`config.mk`:
```
export PLATFORM = sky130hd
export DESIGN_NAME = mulhw_unit
export DESIGN_NICKNAME = d
export VERILOG_FILES = /design/src/rtl/mulhw_pkg.sv /design/src/rtl/mulhw_operand_prep.sv /design/src/rtl/mulhw_core.sv /design/src/rtl/mulhw_pack.sv /design/src/rtl/mulhw_unit.sv
export SDC_FILE = /design/constraint.sdc
export NUM_CORES = 2
export LEC_CHECK = 0
export BUFFER_PORTS_ARGS = -buffer_cell sky130_fd_sc_hd__buf_2
export CAP_MARGIN = 20
export CORE_MARGIN = 3
export CORE_UTILIZATION = 62
export CTS_BUF_LIST = sky130_fd_sc_hd__clkbuf_4
export DETAILED_ROUTE_END_ITERATION = 7
export PLACE_DENSITY = 0.86
export SYNTH_ARGS = -nofsm -noshare
export SYNTH_HDL_FRONTEND = slang
export SYNTH_SLANG_ARGS = --single-unit
```
`constraint.sdc`:
```
create_clock -name clk -period 21.8 [get_ports clk]
set_input_delay 2.18 -clock clk [delete_from_list [all_inputs] [get_ports clk]]
set_output_delay 2.18 -clock clk [all_outputs]
set_load 0.05 [all_outputs]
```
`src/rtl/mulhw_pkg.sv`:
```
package mulhw_pkg;
  localparam int unsigned MULHW_OPC_W = 7;
  localparam logic [MULHW_OPC_W-1:0] MULHW_OPC_HI_WORD = 7'h2B;

  typedef struct packed {
    logic valid;
    logic neg;
    logic ovs;
  } mulhw_ctl_t;
endpackage

```
`src/rtl/mulhw_operand_prep.sv`:
```
module mulhw_operand_prep #(
  parameter int unsigned HALF_W = 32
) (
  input  logic [HALF_W-1:0] low_word,
  input  logic              signed_mode,
  output logic [HALF_W-1:0] magnitude,
  output logic              is_negative
);
  function automatic logic [HALF_W-1:0] abs_field(input logic [HALF_W-1:0] v,
                                                  input logic sgn);
    return sgn ? (~v + 1'b1) : v;
  endfunction

  always_comb begin
    is_negative = signed_mode & low_word[HALF_W-1];
    magnitude   = abs_field(low_word, is_negative);
  end

  // a magnitude never exceeds 2^(HALF_W-1) in signed mode
  always_comb begin
    if (signed_mode)
      a_r5_mag_range: assert (magnitude <= {1'b1, {(HALF_W-1){1'b0}}});
  end
endmodule

```
`src/rtl/mulhw_core.sv`:
```
module mulhw_core #(
  parameter int unsigned HALF_W = 32,
  localparam int unsigned PROD_W = 2 * HALF_W
) (
  input  logic              clk,
  input  logic              rst_n,
  input  logic              in_valid,
  input  logic              neg,
  input  logic [HALF_W-1:0] mag_a,
  input  logic [HALF_W-1:0] mag_b,
  output logic              out_valid,
  output logic [PROD_W-1:0] prod
);
  function automatic logic [PROD_W-1:0] cond_negate(input logic [PROD_W-1:0] v,
                                                    input logic n);
    return n ? (~v + 1'b1) : v;
  endfunction

  logic [PROD_W-1:0] mag_prod;
  logic [PROD_W-1:0] fixed_prod;

  assign mag_prod   = {{HALF_W{1'b0}}, mag_a} * {{HALF_W{1'b0}}, mag_b};
  assign fixed_prod = cond_negate(mag_prod, neg);

  always_ff @(posedge clk or negedge rst_n) begin
    if (!rst_n) begin
      out_valid <= 1'b0;
      prod      <= '0;
    end else begin
      out_valid <= in_valid;
      prod      <= in_valid ? fixed_prod : '0;
    end
  end

  // a nonzero magnitude product with differing signs comes out negative
  a_r5_neg_sign: assert property (@(posedge clk) disable iff (!rst_n)
    (in_valid && neg && mag_a != '0 && mag_b != '0) |=> prod[PROD_W-1]);

  // equal signs never yield a negative product
  a_r5_pos_sign: assert property (@(posedge clk) disable iff (!rst_n)
    (in_valid && !neg) |=> !prod[PROD_W-1] || $past(mag_a[HALF_W-1] && mag_b[HALF_W-1]));
endmodule

```
`src/rtl/mulhw_pack.sv`:
```
module mulhw_pack #(
  parameter int unsigned HALF_W = 32,
  parameter int unsigned XLEN   = 64,
  localparam int unsigned PROD_W = 2 * HALF_W,
  localparam int unsigned COPIES = XLEN / HALF_W
) (
  input  logic [PROD_W-1:0] prod,
  output logic [XLEN-1:0]   packed_out
);
  logic [HALF_W-1:0] hi_word;
  logic [HALF_W-1:0] unused_lo;

  assign hi_word   = prod[PROD_W-1:HALF_W];
  assign unused_lo = prod[HALF_W-1:0];

  for (genvar g = 0; g < COPIES; g++) begin : g_copy
    assign packed_out[g*HALF_W +: HALF_W] = hi_word;
  end
endmodule

```
`src/rtl/mulhw_unit.sv`:
```
module mulhw_unit
  import mulhw_pkg::*;
#(
  parameter int unsigned XLEN   = 64,
  parameter int unsigned HALF_W = 32,
  parameter int unsigned OPC_W  = MULHW_OPC_W,
  parameter logic [OPC_W-1:0] OPC_HI_WORD = MULHW_OPC_HI_WORD
) (
  input  logic             clk,
  input  logic             rst_n,
  input  logic             in_valid,
  input  logic [OPC_W-1:0] op_code,
  input  logic             signed_mode,
  input  logic             word_mode,
  input  logic [XLEN-1:0]  ra,
  input  logic [XLEN-1:0]  rb,
  input  logic             ov_sum_in,
  output logic             out_valid,
  output logic [XLEN-1:0]  result,
  output logic             ov_sum_out
);
  localparam int unsigned PROD_W = 2 * HALF_W;

  logic accept;
  assign accept = in_valid & word_mode & (op_code == OPC_HI_WORD);

  // upper operand halves are deliberately dropped
  logic [XLEN-HALF_W-1:0] unused_hi_a, unused_hi_b;
  assign unused_hi_a = ra[XLEN-1:HALF_W];
  assign unused_hi_b = rb[XLEN-1:HALF_W];

  logic [HALF_W-1:0] low_w    [2];
  logic [HALF_W-1:0] mag_w    [2];
  logic              sign_w   [2];
  assign low_w[0] = ra[HALF_W-1:0];
  assign low_w[1] = rb[HALF_W-1:0];

  for (genvar k = 0; k < 2; k++) begin : g_prep
    mulhw_operand_prep #(.HALF_W(HALF_W)) u_prep (
      .low_word    (low_w[k]),
      .signed_mode (signed_mode),
      .magnitude   (mag_w[k]),
      .is_negative (sign_w[k])
    );
  end

  // stage 1
  mulhw_ctl_t        s1_ctl;
  logic [HALF_W-1:0] s1_mag_a, s1_mag_b;

  always_ff @(posedge clk or negedge rst_n) begin
    if (!rst_n) begin
      s1_ctl   <= '0;
      s1_mag_a <= '0;
      s1_mag_b <= '0;
    end else begin
      s1_ctl.valid <= accept;
      s1_ctl.neg   <= sign_w[0] ^ sign_w[1];
      s1_ctl.ovs   <= ov_sum_in;
      s1_mag_a     <= mag_w[0];
      s1_mag_b     <= mag_w[1];
    end
  end

  // stage 2
  logic [PROD_W-1:0] prod_q;

  mulhw_core #(.HALF_W(HALF_W)) u_core (
    .clk       (clk),
    .rst_n     (rst_n),
    .in_valid  (s1_ctl.valid),
    .neg       (s1_ctl.neg),
    .mag_a     (s1_mag_a),
    .mag_b     (s1_mag_b),
    .out_valid (out_valid),
    .prod      (prod_q)
  );

  always_ff @(posedge clk or negedge rst_n) begin
    if (!rst_n) ov_sum_out <= 1'b0;
    else        ov_sum_out <= s1_ctl.ovs;
  end

  mulhw_pack #(.HALF_W(HALF_W), .XLEN(XLEN)) u_pack (
    .prod       (prod_q),
    .packed_out (result)
  );

  // edges since reset, for assertions that look two cycles back
  logic [1:0] age;
  always_ff @(posedge clk or negedge rst_n) begin
    if (!rst_n)          age <= '0;
    else if (age != 2'd2) age <= age + 2'd1;
  end

  // validity appears exactly two edges after acceptance
  a_r1_latency: assert property (@(posedge clk) disable iff (!rst_n)
    (age == 2'd2) |-> (out_valid == $past(accept, 2)));

  // summary overflow rides along unchanged
  a_r8_ov_pass: assert property (@(posedge clk) disable iff (!rst_n)
    (age == 2'd2) |-> (ov_sum_out == $past(ov_sum_in, 2)));

  // both halves carry the same word
  a_r7_halves_match: assert property (@(posedge clk) disable iff (!rst_n)
    out_valid |-> (result[XLEN-1:HALF_W] == result[HALF_W-1:0]));

  // no stale data while idle
  a_r10_idle_zero: assert property (@(posedge clk) disable iff (!rst_n)
    !out_valid |-> (result == '0));
endmodule

```
==> impl_metrics.ini <==
[run_status]
status = complete, no violations

[critical_path]
path_common_cell = fa_1
cpPeakStageDelay_ps = 690
slowest_stage = dfrtp_1
critPathArrivalTime_ps = 9850
critPathMaxFanout = 21
cp.required_ps = 22380
ff2ff_setup_slack_ps = 12520
end_kind = flop
cp-start-kind = flop
worst-setup-path-type = flop to flop

[routing]
wl_per_cell_um = 19.9
first_iter_violations = 2369
via_per_inst = 5.87
routed_wl_mm = 100
met1_length_mm = 35.5
first_pass_iters = 8
ant_nets = 0
dr.max_layer_used = met4
wl_met2_mm = 49.4
vias = 29500
drc = 0
met3WireLength_mm = 9.19

[clocking]
cts.sinks = 101
cts_tree = done
cts_hold_buf = 0
root_buffer = clkbuf_4
clk-insertion-delay-late_ps = 650
cts_resized = 0
postCtsSetupRepairBufs = 0
clk_pin_slew_worst_paths_ps = 210
htreeDepth = 3
clockBufferDepth = 2
cts_buffers = 9

[synth]
synthCells = 4230
yosys_warnings = 0
async_reset_ff_share_pct = 100
synth-edff-count = 0
synth_nets = 5532
synth_seq_cells = 101
yosysSeqAreaShare_pct = 6.52
syn_avg_cell_area_sq_um = 9.16
ys_types = 83
syn_area_sq_um = 38700
synthFlopType = dfrtp_1

[sta]
hold_viol_final = 0
min_period_ps = 9280
fin_skew_ps = 40.4
clock.fmax_mhz = 108
rsz0062_at_grt = no
finalMaxSlewViolations = 0
maxSlewHeadroom_pct = 25.8
max_slew.worst_pin.slew_ps = 1110
setup_viol = 0
period_share_pct = 42.6
final.setup.tns_ps = 0

[place]
hpwlAfterDp_mm = 78.5
dpl_cell_area_sq_um = 39800
place_congestion = 0.946
portBuffers = 142
dp_cells = 5002

[grt]
grt_max_degree = 76
grt_first_pass_wirelength_mm = 166
grt_overflow = 0
groute.usage.overall_pct = 31.9
antenna_found_initial = 6
grt_pass1_vias = 32500

[flow_run]
maxCapViolations = 0

[floorplan]
start_util_pct = 63.5
ioPinCount = 207
die_w_um = 256
die_h_um = 256
dieArea_sq_um = 65500
std_cell_rows = 90
core_sq_um = 61000

[layout]
nets = 5488
final_area_sq_um = 40000
final_cells = 5024
drive_gt1_share_pct = 6.13
syn_to_final_growth_pct = 3.33

[hold_path]
min_path_type = flop to flop
[flip-flops by register name, summed over array words and instances (netlist names)]
name / count
s1_ctl: 3
u_core.prod: 32
s1_mag_b: 32
s1_mag_a: 32
ov_sum_out: 1
u_core.out_valid: 1
[logic make-up after synthesis]
group                    Yosys count  share of synthesized area, %
buffers and inverters           1122                          11.2
XOR/XNOR                         127                          2.87
AND/OR/NAND/NOR                 1388                          18.7
multiplexers                       6                         0.158
flip-flops                       101                          6.52
adder cells (fa/ha/maj)         1161                          54.9
AO/OA/AOI/OAI                    325                          5.67
[per-layer routing]
layer  track usage, %  up-vias
met5                0        -
met2             54.3     1606
met1             39.0    15000
met4             15.9        0
met3             6.15      417
li1                 -    12500
[critical path: cells and delay by family (launching register included)]
kind / cells / cell delay [ps]
AOI/OAI and AO/OA: 4 / 1340
DFF: 1 / 690
buffers and inverters: 6 / 660
and+or+nand+nor: 8 / 1900
adders and majority gates: 9 / 4460
xor gates and xnor gates: 1 / 160
[path summary, 6_finish.rpt]
kind | start | to | depth (start not counted)
worst max-delay path | s1_mag_a[29]$_DFF_PN0_ | u_core.prod[63]$_DFF_PN0_ | 28
worst min-delay path | s1_ctl[0]$_DFF_PN0_ | ov_sum_out$_DFF_PN0_ | 0
worst max register to register | s1_mag_a[29]$_DFF_PN0_ | u_core.prod[63]$_DFF_PN0_ | 28
worst min register to register | s1_ctl[0]$_DFF_PN0_ | ov_sum_out$_DFF_PN0_ | 0
max in group asynchronous | rst_n | s1_mag_b[6]$_DFF_PN0_ | 3
min in group asynchronous | rst_n | s1_mag_a[16]$_DFF_PN0_ | 1
[cell type report]
type / instances / area [sq um]
clock buffer: 9 / 67.6
timing repair buffer: 210 / 1240
multi-input combinational: 3007 / 31900
inverter: 857 / 3220
sequential: 101 / 2530
fill: 4753 / 21000
antenna: 5 / 12.5
tap: 828 / 1040
clock inverter: 7 / 68.8
[synthesized netlist by cell type (32+ instances only)]
cell type	count	area (sq um)
fa_1	896	17900
o21ai_0	54	270
ha_1	265	3320
dfrtp_1	101	2530
inv_1	857	3220
a21oi_1	91	455
xor2_1	55	482
xnor2_1	72	631
nand2_1	536	2010
and2_1	625	3910
nor2_1	66	248
buf_4	32	240
clkbuf_1	221	830
[per-stage QoR]
step                      setup slack (ps)  hold slack, ps  utilization, %
after floorplan                      13650             331               -
after global placement               12760             342            65.3
after detailed placement             12630             336            65.3
after CTS                            12630             381            65.5
after global routing                 12030             401            65.6
final                                12520             378            65.6
[placed cells by master, fill, tap and decap left out, types with 24 or more instances in the layout]
| cell type | count |
|---|---|
| a21o_1 | 24 |
| dfrtp_1 | 101 |
| inv_1 | 857 |
| nor3_1 | 26 |
| buf_2 | 141 |
| and2_1 | 625 |
| ha_1 | 265 |
| nor2_1 | 66 |
| nand2_1 | 536 |
| o21ai_0 | 54 |
| xor2_1 | 55 |
| fa_1 | 896 |
| a21oi_1 | 91 |
| xnor2_1 | 72 |
| buf_4 | 68 |
Power is left out: the tool's default activity adds up to more than one toggle a clock period on the data nets, which glitch-free logic cannot reach.
